### src/rtl/tmr_pwm_pkg.sv
package tmr_pwm_pkg;

  // control register layout, bit 0 upward: init level, output enable, abrupt stop
  typedef struct packed {
    logic abrupt;
    logic out_en;
    logic init_high;
  } chan_ctrl_t;

  localparam int unsigned CTRL_W = $bits(chan_ctrl_t);

  // word offsets inside a channel slot
  localparam logic [1:0] OFF_CTRL   = 2'd0;
  localparam logic [1:0] OFF_DUTY   = 2'd1;
  localparam logic [1:0] OFF_PERIOD = 2'd2;
  localparam logic [1:0] OFF_COUNT  = 2'd3;

  // word offsets inside the global slot (slot 0)
  localparam logic [1:0] GLB_START  = 2'd0;
  localparam logic [1:0] GLB_STOP   = 2'd1;

endpackage

### src/rtl/tmr_pwm_decode.sv
module tmr_pwm_decode
  import tmr_pwm_pkg::*;
#(
  parameter int unsigned NUM_CH = 8,
  parameter int unsigned AW     = 6
) (
  input  logic              wr,
  input  logic [AW-1:0]     addr,
  output logic              start_wr,
  output logic              stop_wr,
  output logic [NUM_CH-1:0] ctrl_we,
  output logic [NUM_CH-1:0] duty_we,
  output logic [NUM_CH-1:0] period_we,
  output logic [NUM_CH-1:0] count_we
);

  localparam int unsigned SLOT_W = AW - 2;

  logic [SLOT_W-1:0] slot;
  logic [1:0]        off;
  logic              glb_hit;

  assign slot    = addr[AW-1:2];
  assign off     = addr[1:0];
  assign glb_hit = wr && (slot == '0);

  assign start_wr = glb_hit && (off == GLB_START);
  assign stop_wr  = glb_hit && (off == GLB_STOP);

  for (genvar c = 0; c < NUM_CH; c++) begin : g_chan_dec
    logic hit;
    assign hit          = wr && (slot == SLOT_W'(c + 1));
    assign ctrl_we[c]   = hit && (off == OFF_CTRL);
    assign duty_we[c]   = hit && (off == OFF_DUTY);
    assign period_we[c] = hit && (off == OFF_PERIOD);
    assign count_we[c]  = hit && (off == OFF_COUNT);
  end

  // a single write reaches at most one register
  always_comb begin
    a_r11_single_target: assert ($onehot0({start_wr, stop_wr, ctrl_we, duty_we, period_we, count_we}))
      else $error("R11: more than one write target decoded");
  end

endmodule

### src/rtl/tmr_pwm_runmask.sv
module tmr_pwm_runmask #(
  parameter int unsigned NUM_CH = 8
) (
  input  logic              clk,
  input  logic              rst,
  input  logic              start_wr,
  input  logic              stop_wr,
  input  logic [NUM_CH-1:0] wmask,
  output logic [NUM_CH-1:0] run
);

  logic [NUM_CH-1:0] run_q;

  always_ff @(posedge clk) begin
    if (rst) begin
      run_q <= '0;
    end else if (start_wr) begin
      run_q <= run_q | wmask;
    end else if (stop_wr) begin
      run_q <= run_q & ~wmask;
    end
  end

  assign run = run_q;

  a_r2_set_bits: assert property (@(posedge clk) disable iff (rst)
    start_wr |=> ((run_q & $past(wmask)) == $past(wmask)));

  a_r2_zero_keeps: assert property (@(posedge clk) disable iff (rst)
    start_wr |=> (($past(run_q) & ~run_q) == '0));

  a_r3_clear_bits: assert property (@(posedge clk) disable iff (rst)
    stop_wr |=> ((run_q & $past(wmask)) == '0));

  a_r3_zero_keeps: assert property (@(posedge clk) disable iff (rst)
    stop_wr |=> ((run_q & ~$past(run_q)) == '0));

endmodule

### src/rtl/tmr_pwm_chan.sv
module tmr_pwm_chan
  import tmr_pwm_pkg::*;
#(
  parameter int unsigned CW = 16
) (
  input  logic          clk,
  input  logic          rst,
  input  logic          tick,
  input  logic          run,
  input  logic          wr_ctrl,
  input  logic          wr_duty,
  input  logic          wr_period,
  input  logic          wr_count,
  input  logic [CW-1:0] wdata,
  output chan_ctrl_t    ctrl,
  output logic [CW-1:0] duty,
  output logic [CW-1:0] period,
  output logic [CW-1:0] count,
  output logic          pin
);

  chan_ctrl_t    ctrl_q, ctrl_n;
  logic [CW-1:0] duty_q, duty_n;
  logic [CW-1:0] period_q, period_n;
  logic [CW-1:0] count_q, count_n;
  logic          drive_q, drive_n;
  logic          pin_q, pin_n;
  logic          advance, at_end, wrap_ev, active_n;

  always_comb begin
    ctrl_n   = wr_ctrl   ? chan_ctrl_t'(wdata[CTRL_W-1:0]) : ctrl_q;
    duty_n   = wr_duty   ? wdata : duty_q;
    period_n = wr_period ? wdata : period_q;

    // a direct counter write wins over a strobe in the same cycle
    advance  = run && tick && !wr_count;
    at_end   = (count_q == period_q);
    wrap_ev  = advance && at_end;

    if (wr_count)      count_n = wdata;
    else if (wrap_ev)  count_n = '0;
    else if (advance)  count_n = count_q + 1'b1;
    else               count_n = count_q;

    // drive stays up after enable drops until abrupt mode or a period wrap
    drive_n  = ctrl_n.out_en || (drive_q && !ctrl_n.abrupt && !wrap_ev);

    // inverted phase spans duty..period-1; empty when duty >= period
    active_n = (count_n >= duty_n) && (count_n < period_n);
    pin_n    = ctrl_n.init_high ^ (drive_n && active_n);
  end

  always_ff @(posedge clk) begin
    if (rst) begin
      ctrl_q   <= '0;
      duty_q   <= '0;
      period_q <= '0;
      count_q  <= '0;
      drive_q  <= 1'b0;
      pin_q    <= 1'b0;
    end else begin
      ctrl_q   <= ctrl_n;
      duty_q   <= duty_n;
      period_q <= period_n;
      count_q  <= count_n;
      drive_q  <= drive_n;
      pin_q    <= pin_n;
    end
  end

  assign ctrl   = ctrl_q;
  assign duty   = duty_q;
  assign period = period_q;
  assign count  = count_q;
  assign pin    = pin_q;

  a_r3_stopped_holds: assert property (@(posedge clk) disable iff (rst)
    (!run && !wr_count) |=> $stable(count_q));

  a_r4_step_up: assert property (@(posedge clk) disable iff (rst)
    (run && tick && !wr_count && (count_q != period_q)) |=> (count_q == $past(count_q) + 1'b1));

  a_r4_wrap_zero: assert property (@(posedge clk) disable iff (rst)
    (run && tick && !wr_count && (count_q == period_q)) |=> (count_q == '0));

  a_r10_count_load: assert property (@(posedge clk) disable iff (rst)
    wr_count |=> (count_q == $past(wdata)));

  a_r7_no_compare: assert property (@(posedge clk) disable iff (rst)
    (duty_q > period_q) |-> (pin_q == ctrl_q.init_high));

  a_r8_abrupt_off: assert property (@(posedge clk) disable iff (rst)
    (wr_ctrl && wdata[2] && !wdata[1]) |=> (pin_q == ctrl_q.init_high));

  a_r5_idle_level: assert property (@(posedge clk) disable iff (rst)
    (count_q < duty_q) |-> (pin_q == ctrl_q.init_high));

endmodule

### src/rtl/tmr_pwm_bank.sv
module tmr_pwm_bank
  import tmr_pwm_pkg::*;
#(
  parameter int unsigned NUM_CH = 8,
  parameter int unsigned CW     = 16,
  parameter int unsigned AW     = 6
) (
  input  logic              clk,
  input  logic              rst,
  input  logic [NUM_CH-1:0] tick,
  input  logic              bus_wr,
  input  logic [AW-1:0]     bus_addr,
  input  logic [CW-1:0]     bus_wdata,
  output logic [CW-1:0]     bus_rdata,
  output logic [NUM_CH-1:0] pwm_out
);

  localparam int unsigned SLOT_W = AW - 2;

  logic              start_wr, stop_wr;
  logic [NUM_CH-1:0] ctrl_we, duty_we, period_we, count_we;
  logic [NUM_CH-1:0] run;

  chan_ctrl_t        ctrl_arr   [NUM_CH];
  logic [CW-1:0]     duty_arr   [NUM_CH];
  logic [CW-1:0]     period_arr [NUM_CH];
  logic [CW-1:0]     count_arr  [NUM_CH];
  logic [NUM_CH-1:0] pin_vec;

  logic [CW-1:0]     rd_next, rdata_q;
  logic [SLOT_W-1:0] rd_slot;
  logic [1:0]        rd_off;

  tmr_pwm_decode #(.NUM_CH(NUM_CH), .AW(AW)) u_decode (
    .wr        (bus_wr),
    .addr      (bus_addr),
    .start_wr  (start_wr),
    .stop_wr   (stop_wr),
    .ctrl_we   (ctrl_we),
    .duty_we   (duty_we),
    .period_we (period_we),
    .count_we  (count_we)
  );

  tmr_pwm_runmask #(.NUM_CH(NUM_CH)) u_runmask (
    .clk      (clk),
    .rst      (rst),
    .start_wr (start_wr),
    .stop_wr  (stop_wr),
    .wmask    (bus_wdata[NUM_CH-1:0]),
    .run      (run)
  );

  for (genvar c = 0; c < NUM_CH; c++) begin : g_chan
    tmr_pwm_chan #(.CW(CW)) u_chan (
      .clk       (clk),
      .rst       (rst),
      .tick      (tick[c]),
      .run       (run[c]),
      .wr_ctrl   (ctrl_we[c]),
      .wr_duty   (duty_we[c]),
      .wr_period (period_we[c]),
      .wr_count  (count_we[c]),
      .wdata     (bus_wdata),
      .ctrl      (ctrl_arr[c]),
      .duty      (duty_arr[c]),
      .period    (period_arr[c]),
      .count     (count_arr[c]),
      .pin       (pin_vec[c])
    );
  end

  assign rd_slot = bus_addr[AW-1:2];
  assign rd_off  = bus_addr[1:0];

  always_comb begin
    rd_next = '0;
    if (rd_slot == '0) begin
      if (rd_off == GLB_START) rd_next = CW'(run);
    end else begin
      for (int c = 0; c < NUM_CH; c++) begin
        if (rd_slot == SLOT_W'(c + 1)) begin
          case (rd_off)
            OFF_CTRL:   rd_next = CW'(ctrl_arr[c]);
            OFF_DUTY:   rd_next = duty_arr[c];
            OFF_PERIOD: rd_next = period_arr[c];
            default:    rd_next = count_arr[c];
          endcase
        end
      end
    end
  end

  always_ff @(posedge clk) begin
    if (rst) rdata_q <= '0;
    else     rdata_q <= rd_next;
  end

  assign bus_rdata = rdata_q;
  assign pwm_out   = pin_vec;

  a_r1_reset_clean: assert property (@(posedge clk)
    $past(rst) |-> (bus_rdata == '0 && pwm_out == '0 && run == '0));

endmodule

### config.mk
export PLATFORM = sky130hd
export DESIGN_NAME = tmr_pwm_bank
export DESIGN_NICKNAME = d
export VERILOG_FILES = /design/src/rtl/tmr_pwm_pkg.sv /design/src/rtl/tmr_pwm_decode.sv /design/src/rtl/tmr_pwm_runmask.sv /design/src/rtl/tmr_pwm_chan.sv /design/src/rtl/tmr_pwm_bank.sv
export SDC_FILE = /design/constraint.sdc
export NUM_CORES = 1
export LEC_CHECK = 0
export ABC_CLOCK_PERIOD_IN_PS = 8300
export BUFFER_PORTS_ARGS = -buffer_cell sky130_fd_sc_hd__clkbuf_2
export CORE_MARGIN = 2
export CORE_UTILIZATION = 47
export DETAILED_ROUTE_END_ITERATION = 8
export PLACE_DENSITY_LB_ADDON = 0.1
export RECOVER_POWER = 50
export SLEW_MARGIN = 20
export SYNTH_ARGS = -nofsm -noshare
export SYNTH_HDL_FRONTEND = slang
export SYNTH_SLANG_ARGS = --single-unit
### constraint.sdc
create_clock -name clk -period 8.3 [get_ports clk]
set_input_delay 1.245 -clock clk [delete_from_list [all_inputs] [get_ports clk]]
set_output_delay 1.245 -clock clk [all_outputs]
set_load 0.02 [all_outputs]
==> summary by stage <==
Run status
The flow ran to the end, but the final reports show violations. The checks that failed: capacitance limit, slew limit.

Synthesis
The post-synth net total is around 3600. After synthesis, the largest area contributor takes up between 30% and 40% of total cell area. The netlist area before placement is approximately 0.029 mm^2. In this run, synthesis produced a sequential element count of between 400 and 500. The count of different cell masters after synthesis is ~80.

By count the netlist is led by dfxtp_1 (448), nor2_1 (393), mux2i_1 (266), ha_1 (243), nand2_1 (237). The sequential area share after synthesis is a little under a third. In the post-synthesis netlist, the biggest area contributors are dfxtp_1 (31%), ha_1 (10%), mux2i_1 (9.1%), nor2_1 (5.1%), mux2_2 (4.8%). The mean area per synthesized cell is roughly 9 um^2.

The largest total area in the synthesized netlist belongs to dfxtp_1. Synthesis handed over a netlist of 3294 instances. Counting flops with a built-in enable in the synthesized netlist gives 0. The prevailing post-synth register cell is dfxtp_1. After synthesis, the share of flip-flops with an asynchronous set or reset is 0%. During synthesis, Yosys emitted a total of 0 warnings. The most common cell in the synthesized netlist is dfxtp_1.

Global routing
The via count of the first global-routing pass is 24800. The remaining global-route overflow is 0. Entering global routing, the biggest net connects roughly 140 pins. In the global route stage, overall resource usage came out at 31.26%. The initial antenna violation count is 8.

The first-pass GRT wire length is about 150000 um.

Cells and area
The post-route netlist has between 10% and 20% of its cells at a drive strength greater than 1. The filler cell count is 5806. From synthesis to final layout, the design area changed by 8.206%.

The post-route cell area is approximately 0.032 mm^2. The non-filler instance count after layout is approximately 4100. In the final design database the tool counted around 3500 nets.

Placed design
Counting tap cells, the placed design contains a total of ~4000 instances. Detailed placement ended at an HPWL of roughly 71000 um. The last weighted congestion value of the routability-driven placer is 0.9681.

The count of buffers added on input and output ports is 56. After detailed placement, the total cell area comes to 0.02989 mm^2. Prior to clock tree synthesis, the placed netlist has a worst setup slack of around 2.0 ns.

Clock tree
No sink is reached through more buffers than the 3 on the longest clock path. The number of setup buffers added after CTS is 0. The total number of H-tree levels is 2.

The quantity of hold-fixing buffers added after cts is 0. The clock sink count is approximately 450. The TritonCTS clock tree is done.

The post-cts sizing count is 0. The root buffer cell chosen for the clock tree is clkbuf_16. The number of CTS-inserted buffers is 54. The clock latency of the later-clocked register in the worst-skew pair is between 0.6 and 0.7 ns. The clock transition at the registers of the reported paths is 0.06 ns.

Timing
The number of hold-slack violations in the final timing report is 0. Once routing completed, OpenROAD measured the worst setup slack at around 1.7 ns. At the pin with the least slew margin, the transition time is between 3 and 4 ns.

The timing-limited maximum frequency is about 150 MHz. Setup violations remaining at the end of the flow were counted as 0. Of the available clock period, the critical path in the final layout requires 79.21%.

The number of max-slew violations in the final report is between 200 and 250. On the final layout, the worst clock skew is 0.01665 ns. Setup repair after global routing left no endpoint under its margin. The routed design could run at a clock period as short as ~6.6 ns. In the final timing run, aggregate negative setup slack is 0 ns. In this run the tightest slew margin relative to its limit is -151.4%.

Critical path
Along the worst path, the maximum fanout reaches 24. STA classifies the critical path startpoint as a primary input. The register-to-register setup slack is 3.70 ns. The worst reg-to-reg path cell count is 16. The critical path is of the primary input to flop type. STA classifies the critical path endpoint as a flop. STA puts the critical path data required time at around 9 ns. At the worst endpoint, the arrival time is 7.05 ns.

The worst register-to-register path ends at g_chan[0].u_chan.pin$_SDFF_PP0_. The reg-to-reg startpoint is g_chan[0].u_chan.count[9]$_SDFF_PP0_.

Detailed routing
In this run the remaining antenna-violating nets after routing total 0. The post-detailed-routing wire length is ~100000 um. In the final routed layout, each cell accounts on average for between 20 and 25 um. The via count normalized by instance count is ~6.2. The detailed router finished its first iteration with approximately 2100 violations. For this run, the detailed router's first-pass iteration total came to 6. After detailed routing, the number of remaining DRC violations is 0. The routed layout has roughly 25000 vias.

Min path
The class of the worst hold path is flop to flop. For hold timing, the worst endpoint is g_chan[5].u_chan.drive_q$_SDFF_PP0_. Along the worst hold path, the cell count comes to 2. The critical hold path startpoint is g_chan[5].u_chan.drive_q$_SDFF_PP0_.

Floorplanning
The floorplan die height is 252.9 um. The floorplan has 91 rows. The die covers around 0.064 mm^2. Pin placement for this block handled 57 I/O pins. After floorplanning, the core was sized to cover between 0.06 and 0.07 mm^2. For this configuration, the core starts out at a cell density of a little under half.

The floorplan step set the die width to about 250 um.

Pwr
The power density of the placed cells is approximately 160 mW/mm^2. In this run the static leakage power is 12.52 nW. Overall power consumption after layout is estimated at 4.952 mW. IR analysis of the VDD net gives a maximum drop of 175.9 uV.

Run
The tool flagged a number of max-cap violations equal to 8.
through the flow:
step	hold slack, ns	util (%)
2_1_floorplan	0.4385	-
3_3_place_gp	0.4900	48.61
3_5_place_dp	0.4915	48.61
4_1_cts	0.5040	51.52
5_1_grt	0.5340	51.24
6_report	0.5083	51.25
cells in the final DEF, fill, tap and decap left out, drive strengths merged, types with 9 or more instances in the layout:
cell       n
dfxtp    448
nor2     410
mux2i    266
ha       243
nand2    237
xor2     157
nor2b    156
o21ai    141
clkbuf   139
mux2     124
a21oi    119
nand4     92
xnor2     91
a22oi     59
a21o      53
nand3     51
o31ai     49
nor3      41
buf       38
a221oi    30
nor4      27
mux4      24
inv       24
a22o      23
and3      17
a211oi    15
nand2b    14
a31oi     14
clkinv    14
o22ai     12
and2      10
a2111oi   10
a221o      9
final cells by class:
cell class | instances | area (um^2) | area share (%)
Antenna cell | 4 | 10.01 | 0.03176
Clock buffer | 76 | 1554 | 4.932
Clock inverter | 24 | 230.2 | 0.7306
Inverter | 22 | 82.58 | 0.2621
Multi-Input combinational cell | 2599 | 19090 | 60.60
Sequential cell | 448 | 8969 | 28.46
Tap cell | 790 | 988.4 | 3.137
Timing Repair Buffer | 101 | 583.1 | 1.850
power by group:
group	total [mW]	switching [mW]	internal (mW)	leakage, nW
combinational	0.374	0.272	0.102	8.03
sequential	2.17	0.0111	2.16	3.61
clock	2.40	1.01	1.40	0.874
layer usage:
| metal | track usage, % | vias to the layer above | part of all wire, % |
|---|---|---|---|
| li1 | - | 11750 | - |
| met1 | 40.75 | 12250 | 43 |
| met2 | 51.34 | 810 | 46 |
| met3 | 4.163 | 205 | 5.8 |
| met4 | 14.40 | 4 | 4.7 |
| met5 | 0 | - | 0.024 |
cells by family (layout without fill, tap and decap cells):
family | Yosys count | count (layout) | share of synthesized area, %
xor+xnor | 248 | 248 | 7.459
other cells | 0 | 4 | 0
fa+ha+maj | 245 | 245 | 10.51
buf+inv | 247 | 223 | 3.420
mux | 414 | 414 | 15.79
simple gates | 1096 | 1096 | 18.36
compound gates | 596 | 596 | 13.66
flops | 448 | 448 | 30.80
worst max-delay path: stages:
cell and delay [ns]:
clkbuf_1 0.70, or4b_2 0.92, nor2_2 0.16, clkbuf_1 0.73
or2_2 0.26, or2_2 0.15, o21ai_0 0.18, buf_4 0.23
o21ai_0 0.33, ha_1 0.32, a21o_1 0.16, a21oi_1 0.15
nor2b_1 0.08, a2111oi_0 0.62, nand4bb_1 0.19, a311oi_1 0.35
xor2_1 0.22, nor2_1 0.07
flip-flops by register name, summed over array words and instances, names as in the netlist, named ones only:
| register | count |
|---|---|
| g_chan.u_chan.pin | 8 |
| g_chan.u_chan.count | 128 |
| g_chan.u_chan.drive_q | 8 |
| g_chan.u_chan.ctrl | 24 |
| g_chan.u_chan.duty | 128 |
| g_chan.u_chan.period | 128 |
| bus_rdata | 16 |
worst max-delay path by stage:
stage	to	startpoint	depth (start not counted)	slack (ns)
global route	g_chan[6].u_chan.pin$_SDFF_PP0_	bus_addr[1]	17	1.38
CTS	g_chan[1].u_chan.pin$_SDFF_PP0_	bus_addr[2]	18	2.69
finish	g_chan[0].u_chan.pin$_SDFF_PP0_	bus_addr[2]	18	1.73
global placement	g_chan[1].u_chan.pin$_SDFF_PP0_	bus_addr[2]	18	2.11
detailed placement	g_chan[1].u_chan.pin$_SDFF_PP0_	bus_addr[2]	18	2.03
floorplan	g_chan[6].u_chan.pin$_SDFF_PP0_	bus_addr[0]	16	3.28
(Power assumes the default switching activity.)
